## config.mk

```make
export PLATFORM = sky130hd
export DESIGN_NAME = gp_regfile
export DESIGN_NICKNAME = d
export VERILOG_FILES = /design/src/rtl/gp_regfile_pkg.sv /design/src/rtl/gp_regfile_guard.sv /design/src/rtl/gp_regfile_store.sv /design/src/rtl/gp_regfile_rport.sv /design/src/rtl/gp_regfile.sv
export SDC_FILE = /design/constraint.sdc
export NUM_CORES = 2
export LEC_CHECK = 0
export BUFFER_PORTS_ARGS = -buffer_cell sky130_fd_sc_hd__buf_2
export CAP_MARGIN = 10
export CORE_ASPECT_RATIO = 0.8
export CORE_MARGIN = 1
export CORE_UTILIZATION = 50
export DETAILED_ROUTE_END_ITERATION = 8
export HOLD_SLACK_MARGIN = 0.1
export PLACE_DENSITY = 0.71
export SYNTH_ARGS = -nofsm -noshare
export SYNTH_HDL_FRONTEND = slang
export SYNTH_SLANG_ARGS = --single-unit
export TNS_END_PERCENT = 5
```

## constraint.sdc

```tcl
create_clock -name clk -period 2.68 [get_ports clk]
set_input_delay 0.402 -clock clk [delete_from_list [all_inputs] [get_ports clk]]
set_output_delay 0.402 -clock clk [all_outputs]
set_load 0.05 [all_outputs]
```

## src/rtl/gp_regfile_pkg.sv

```systemverilog
package gp_regfile_pkg;

  // True when an address falls inside the fenced privileged window.
  function automatic logic in_window(input int addr, input int lo, input int hi);
    return (addr >= lo) && (addr <= hi);
  endfunction

endpackage

```

## src/rtl/gp_regfile_guard.sv

```systemverilog
module gp_regfile_guard #(
  parameter int AW      = 5,
  parameter int PRIV_LO = 26,
  parameter int PRIV_HI = 27
) (
  input  logic          clk,
  input  logic          rst,
  input  logic          kmode,
  input  logic [AW-1:0] ra_addr,
  input  logic [AW-1:0] rb_addr,
  input  logic          wr_en,
  input  logic [AW-1:0] wr_addr,
  output logic          wr_commit,
  output logic          priv_viol
);
  import gp_regfile_pkg::*;

  logic wr_fenced, rd_fenced, viol_d;

  assign wr_fenced = in_window(int'(wr_addr), PRIV_LO, PRIV_HI);
  assign rd_fenced = in_window(int'(ra_addr), PRIV_LO, PRIV_HI)
                   | in_window(int'(rb_addr), PRIV_LO, PRIV_HI);

  // A write lands only if enabled, not to slot 0, and not fenced off.
  assign wr_commit = wr_en && (wr_addr != '0) && !(wr_fenced && !kmode);
  assign viol_d    = !kmode && (rd_fenced || (wr_en && wr_fenced));

  always_ff @(posedge clk) begin
    if (rst) priv_viol <= 1'b0;
    else     priv_viol <= viol_d;
  end

  // a fenced write outside kernel mode never commits
  a_r6_no_fenced_commit: assert property (@(posedge clk) disable iff (rst)
    (!kmode && wr_fenced) |-> !wr_commit);

endmodule

```

## src/rtl/gp_regfile_store.sv

```systemverilog
module gp_regfile_store #(
  parameter int WIDTH = 32,
  parameter int DEPTH = 32,
  parameter int AW    = 5
) (
  input  logic             clk,
  input  logic             rst,
  input  logic             wr_commit,
  input  logic [AW-1:0]    wr_addr,
  input  logic [WIDTH-1:0] wr_data,
  output logic [WIDTH-1:0] regs [DEPTH]
);

  assign regs[0] = '0;

  for (genvar i = 1; i < DEPTH; i++) begin : g_slot
    always_ff @(posedge clk) begin
      if (rst)                                   regs[i] <= '0;
      else if (wr_commit && wr_addr == AW'(i))   regs[i] <= wr_data;
    end

    // a slot only changes when a commit targets it
    a_r9_hold: assert property (@(posedge clk) disable iff (rst)
      !(wr_commit && wr_addr == AW'(i)) |=> $stable(regs[i]));
  end

endmodule

```

## src/rtl/gp_regfile_rport.sv

```systemverilog
module gp_regfile_rport #(
  parameter int WIDTH   = 32,
  parameter int DEPTH   = 32,
  parameter int AW      = 5,
  parameter int PRIV_LO = 26,
  parameter int PRIV_HI = 27
) (
  input  logic             clk,
  input  logic             rst,
  input  logic             kmode,
  input  logic [AW-1:0]    addr,
  input  logic             wr_commit,
  input  logic [AW-1:0]    wr_addr,
  input  logic [WIDTH-1:0] wr_data,
  input  logic [WIDTH-1:0] regs [DEPTH],
  output logic [WIDTH-1:0] data
);
  import gp_regfile_pkg::*;

  logic blocked, is_zero, fwd;

  assign is_zero = (addr == '0);
  assign blocked = !kmode && in_window(int'(addr), PRIV_LO, PRIV_HI);
  assign fwd     = wr_commit && (wr_addr == addr);

  always_comb begin
    if (is_zero || blocked) data = '0;
    else if (fwd)           data = wr_data;
    else                    data = regs[addr];
  end

  a_r3_zero_slot: assert property (@(posedge clk) disable iff (rst)
    (addr == '0) |-> (data == '0));

  a_r5_fenced_read: assert property (@(posedge clk) disable iff (rst)
    (!kmode && int'(addr) >= PRIV_LO && int'(addr) <= PRIV_HI) |-> (data == '0));

  a_r4_forward: assert property (@(posedge clk) disable iff (rst)
    (wr_commit && wr_addr == addr && addr != '0) |-> (data == wr_data));

endmodule

```

## src/rtl/gp_regfile.sv

```systemverilog
module gp_regfile #(
  parameter int WIDTH   = 32,
  parameter int DEPTH   = 32,
  parameter int PRIV_LO = 26,
  parameter int PRIV_HI = 27,
  parameter int RET_REG = 31
) (
  input  logic                     clk,
  input  logic                     rst,
  input  logic                     kmode,
  input  logic [$clog2(DEPTH)-1:0] ra_addr,
  input  logic [$clog2(DEPTH)-1:0] rb_addr,
  input  logic                     wr_en,
  input  logic [$clog2(DEPTH)-1:0] wr_addr,
  input  logic [WIDTH-1:0]         wr_data,
  output logic [WIDTH-1:0]         rd_a,
  output logic [WIDTH-1:0]         rd_b,
  output logic [WIDTH-1:0]         ret_addr,
  output logic                     priv_viol
);
  localparam int AW     = $clog2(DEPTH);
  localparam int NPORTS = 3;

  logic             wr_commit;
  logic [WIDTH-1:0] regs  [DEPTH];
  logic [AW-1:0]    paddr [NPORTS];
  logic [WIDTH-1:0] pdata [NPORTS];

  gp_regfile_guard #(.AW(AW), .PRIV_LO(PRIV_LO), .PRIV_HI(PRIV_HI)) u_guard (
    .clk(clk), .rst(rst), .kmode(kmode), .ra_addr(ra_addr), .rb_addr(rb_addr),
    .wr_en(wr_en), .wr_addr(wr_addr), .wr_commit(wr_commit), .priv_viol(priv_viol)
  );

  gp_regfile_store #(.WIDTH(WIDTH), .DEPTH(DEPTH), .AW(AW)) u_store (
    .clk(clk), .rst(rst), .wr_commit(wr_commit), .wr_addr(wr_addr),
    .wr_data(wr_data), .regs(regs)
  );

  assign paddr[0] = ra_addr;
  assign paddr[1] = rb_addr;
  assign paddr[2] = AW'(RET_REG);

  for (genvar p = 0; p < NPORTS; p++) begin : g_port
    gp_regfile_rport #(.WIDTH(WIDTH), .DEPTH(DEPTH), .AW(AW),
                       .PRIV_LO(PRIV_LO), .PRIV_HI(PRIV_HI)) u_rport (
      .clk(clk), .rst(rst), .kmode(kmode), .addr(paddr[p]),
      .wr_commit(wr_commit), .wr_addr(wr_addr), .wr_data(wr_data),
      .regs(regs), .data(pdata[p])
    );
  end

  assign rd_a     = pdata[0];
  assign rd_b     = pdata[1];
  assign ret_addr = pdata[2];

  // a fenced write outside kernel mode flags in the next cycle
  a_r7_flag_write: assert property (@(posedge clk) disable iff (rst)
    (!kmode && wr_en && int'(wr_addr) >= PRIV_LO && int'(wr_addr) <= PRIV_HI)
    |=> priv_viol);

  // kernel mode never produces a flag
  a_r7_quiet_kernel: assert property (@(posedge clk) disable iff (rst)
    kmode |=> !priv_viol);

endmodule

```

* Yosys cells after proc, flatten, opt, wreduce, memory -nomap -nowiden
Cells that the tools add are included.
Operators by class: magnitude comparators 8, equality and inequality tests 33, multiplexer cells 11, bitwise logic cells 3, reduce and logical (&&, ||, !) cells 51
Operators with widths (number):
- $bmux W32 S5 | 2
- $mux W32 | 9
- $eq A5 B5 Y1 const B | 16
- $logic_and A1 B1 Y1 | 43
- $eq A5 B4 Y1 const B | 8
- $eq A5 B3 Y1 const B | 4
- $ge A5 B5 Y1 const B | 3
- $le A5 B5 Y1 const B | 3
- $ge A6 B6 Y1 const B | 2
- $not A5 Y6 | 2
- $eq A5 B2 Y1 const B | 2
- $eq A5 B5 Y1 | 2
- $logic_not A5 Y1 | 2
- $eq A5 B1 Y1 const B | 1
- $reduce_bool A5 Y1 | 1
- $logic_or A1 B1 Y1 | 3
- $logic_not A1 Y1 | 2
- $or A1 B1 Y1 | 1
Word-level totals: bits in registers 993, input bits 51, output and inout bits 97, logic and storage cells 138

* Longest topological paths before layout
word-level depth 8, gate-level depth with buffers 10

* Cells and area by module
From an unflattened synthesis, not the netlist that was laid out.
Unflattened totals: cell total of the unflattened synthesis 6289, area total of the unflattened synthesis 65626.7 sq um
By module, submodules not included:
- gp_regfile_store | instances 1, cells each 3398, area an instance 38191.6 sq um, sequential area each 19859.0 sq um
- gp_regfile_rport | instances 3, cells each 960, area an instance 9116.2 sq um, sequential area each 0.0 sq um
- gp_regfile_guard | instances 1, cells each 10, area an instance 82.6 sq um, sequential area each 20.0 sq um
- gp_regfile | instances 1, cells each 1, area an instance 3.8 sq um, sequential area each 0.0 sq um

* Worst setup path before layout
OpenSTA, ideal clock, no wires.
path kind input port to output port, from in ra_addr[2], to out rd_a[22], arrival 3.155 ns, required time 2.278 ns, slack -0.877 ns, stages on the path 8, cell sequence buf_2 buf_4 buf_4 clkbuf_1 a221oi_1 nor2_1 o21ai_0 o41ai_1
Between the ends: word-level cells in the longest chain between the ends 6
Ends and longest elaborated chain:
- start, declared | line gp_regfile.sv:11 | input logic [$clog2(DEPTH)-1:0] ra_addr,
- $not A5 Y6 (not written as such) | line gp_regfile_rport.sv:29 | else data = regs[addr];
- $bmux W32 S5 | line gp_regfile_rport.sv:29
- $mux W32 (not written as such) (2 in a row) | line gp_regfile_rport.sv:29
- $mux W32 | line gp_regfile_rport.sv:28 | else if (fwd) data = wr_data;
- $mux W32 * | line gp_regfile_rport.sv:27 | if (is_zero || blocked) data = '0;
- end, declared | line gp_regfile.sv:16 | output logic [WIDTH-1:0] rd_a,
Mark *: on every way between the ends. The rest lies on a longest branch, timed or not. The select of a mux whose other input is x is not followed.

* Worst setup path after layout
from reg u_store.regs[8] (netlist bit), to out rd_b[8]
Between the ends: word-level cells in the longest chain between the ends 5
Ends and longest elaborated chain:
- start, declared | line gp_regfile_store.sv:11 | output logic [WIDTH-1:0] regs [DEPTH]
- start signal, assigned by index | line gp_regfile_store.sv:19 | else if (wr_commit && wr_addr == AW'(i)) regs[i] <= wr_data;
- $bmux W32 S5 | line gp_regfile_rport.sv:29
- $mux W32 (not written as such) (2 in a row) | line gp_regfile_rport.sv:29
- $mux W32 | line gp_regfile_rport.sv:28
- $mux W32 | line gp_regfile_rport.sv:27
- end, declared | line gp_regfile.sv:17 | output logic [WIDTH-1:0] rd_b,
No other way between the ends. The select of a mux whose other input is x is not followed.

==> impl_metrics.ini <==
[grt]
overflow = 0
grt_pass1_vias = 49360
grt_antenna_before_repair = 5
grt_pass1_wl_um = 320500
grt_usage_pct = 41.61
grt_max_degree = 122

[clocking]
clk_pin_slew_ns = 0.06
cts.sinks = 993
cts_made_buffers = 98
clock_path_buffers = 3
clk_latency_ns = 0.70
htree_levels = 3
cts_tree = built
cts_root_buf = clkbuf_16

[pwr]
p_per_area_nw_per_um2 = 545.1
vdd_ir_drop_max_v = 0.0005128
p_leak_nw = 21.71
p_total_mw = 34.33

[critical_path]
slowest_delay_ns = 0.52
crit_chain = mux4_2 > a22oi_1 > o31ai_1 > a211oi_1 > buf_4 > nor3_2 > buf_2
crit_type = reg2out
end_kind = output port
critical_path.max_fanout = 3
crit_slowest_cell = mux4_2
cp.arrival_ns = 2.72
r2r-start = u_store.regs[12]
start_kind = register
cp-startpoint = u_store.regs[8]
required_ns = 2.28

[yosys]
postSynth.asyncResetShare_pct = 0
synth-edff-count = 0
synthesis.area_sq_um = 51460
synth_fp_nets = 6026
synth-seq-cells = 993
yosysSeqAreaShare_pct = 38.63
yosys_warnings = 0
synth_ff_type = dfxtp_1
ys_types = 70
synth_cells = 5975
syn_area_per_cell_sq_um = 8.613

[placement]
dpl.hpwl_um = 142200
routabilityCongestion = 1.027
placed_cells = 7416
numPortBuffers = 147

[floorplan]
die_w_um = 360.7
core_sq_um = 101200
die_area_sq_um = 104200
die_y_um = 289.0
rows = 104
io_pins = 148
initial_core_util_pct = 50.84

[route]
vias = 51460
routed_wl_um = 221500
drc = 0
via_per_inst = 6.768
wl_per_cell_um = 29.14
ant_nets = 0
dr.pass1.iters = 9
drtIter0Drc = 8058

[sta]
fmax_ghz = 0.3201
skew_ns = 0
final-hold-violation-count = 0
timing.final.crit_share_pct = 116.6
period_needed_ns = 3.125
rsz0062_at_grt = yes
worstMarginPinSlew_ns = 0.8301
worst_slack_ns = -0.4445
setup_violations = 64
whs_ns = 0.1330
maxSlewViolCount = 0
relSlewSlack_pct = 44.41

[min_path]
hold_path_class = in2reg
min-delay-start = wr_data[19]

[finish]
multi_input_area_sq_um = 30070
nets = 6246
drive_gt1_share_pct = 27.47
syn_to_final_growth_pct = 22.38
fillCellCount = 8338
fin_cells = 7603
ff_latch_area_sq_um = 19950

[status]
outcome = complete, but fails checks
violations = setup timing

[flow_run]
maxCapViolations = 0
## worst max-delay path: cells and delay by family, from the launching register on
| family | cells | cell delay, ns |
|---|---|---|
| AND/OR/NAND/NOR | 1 | 0.05 |
| buffers and inverters | 2 | 0.40 |
| AO/OA/AOI/OAI | 3 | 0.67 |
| flip-flops | 1 | 0.37 |
| multiplexers | 1 | 0.52 |
## placed cells by master, fill, tap and decap left out, types with 17 or more instances in the layout
cell and instances:
a211oi_1 24, a21oi_1 968, a221oi_1 44, a22oi_1 36
buf_12 179, buf_2 79, buf_4 472, buf_6 20
clkbuf_16 103, clkbuf_8 26, clkinv_2 22, dfxtp_1 937
dfxtp_2 54, mux2_2 128, mux2i_1 64, mux4_2 402
nand2_1 1999, nand2b_1 18, nor2_1 69, nor2_4 21
nor2b_1 69, nor3_1 28, nor3_2 18, o21ai_0 47
o22a_1 31, o22ai_1 54, o31ai_1 17
## cells by family after synthesis
kind of cell    after synthesis  share of synthesized area (%)
compound gates             1402                          15.74
buf+inv                     644                          5.667
flops                       993                          38.63
mux                         607                          21.92
xor+xnor                      8                         0.1362
simple gates               2321                          17.91
## worst paths after layout
path	slack (ns)	to	cells past startpoint
setup / recovery	-0.44	rd_b[8]	7
hold / removal	0.13	u_store.regs[499]	3
setup reg to reg	1.59	u_store.regs[12]	2
hold reg to reg	0.47	u_store.regs[779]	2
## cell usage after synthesis, drive strengths merged, types with 8 or more instances
library cell	number	area, sq um
mux4	402	9054
o31ai	23	172.7
o22a	31	271.5
or3	22	137.6
clkbuf	444	1669
a21oi	973	4873
nand2b	20	125.1
dfxtp	993	19880
a22o	25	219.0
buf	197	1236
nand2	2009	7543
a221oi	45	394.1
o22ai	65	406.6
nor3	53	285.3
xor2	8	70.07
mux2	139	1565
nor2	93	349.1
nor2b	74	465.5
o21ai	62	310.3
a22oi	52	390.4
a311oi	16	140.1
o221ai	11	96.34
a211oi	43	322.8
mux2i	66	660.6
nor4	10	62.56
nand3	15	75.07
a32o	12	120.1
a2111oi	10	87.58
## state kept, by name, indices dropped and copies added (netlist names)
| register | flops |
|---|---|
| u_store.regs | 992 |
| u_guard.priv_viol | 1 |
## timing repair
action	CTS	global route
pin swaps	66	13
endpoints found under the setup margin	92	89
buffers inserted	0	4
resized for setup	224	38
hold buffers	3	0
endpoints found under the hold margin	28	0
## power breakdown
part	total [mW]	internal [mW]	switching, mW
clock network	14.6	8.31	6.34
registers	14.9	14.9	0.0826
logic	4.74	1.81	2.93
total	34.3	25.0	9.35
## final cells by class
class | count | area share, %
multi-input combinational | 4338 | 47.74
clock inverter | 38 | 0.5920
sequential | 993 | 31.68
antenna | 2 | 0.007946
tap | 1325 | 2.632
timing repair buffer | 761 | 12.59
clock buffer | 143 | 4.744
inverter | 3 | 0.01788
## metrics by stage
step	worst slack [ns]	cell area (sq um)	TNS [ns]	utilization (%)
3_5_place_dp	-0.5801	58560	-23.47	57.85
6_report	-0.4445	62980	-16.40	62.21
4_1_cts	-0.3957	62810	-14.60	62.05
5_1_grt	-0.4457	62980	-18.21	62.21
3_3_place_gp	-0.5724	58560	-21.92	57.85
2_1_floorplan	-0.1443	51780	-3.778	-
## per-layer routing
layer  track usage (%)  up-vias  part of all wire (%)
li1                  -    21420                     -
met1             53.23    24480                    35
met2             58.65     4457                    40
met3             17.24     1100                    18
met4             24.91        4                   7.2
met5                 0        -                 0.016
(Power assumes the default switching activity.)
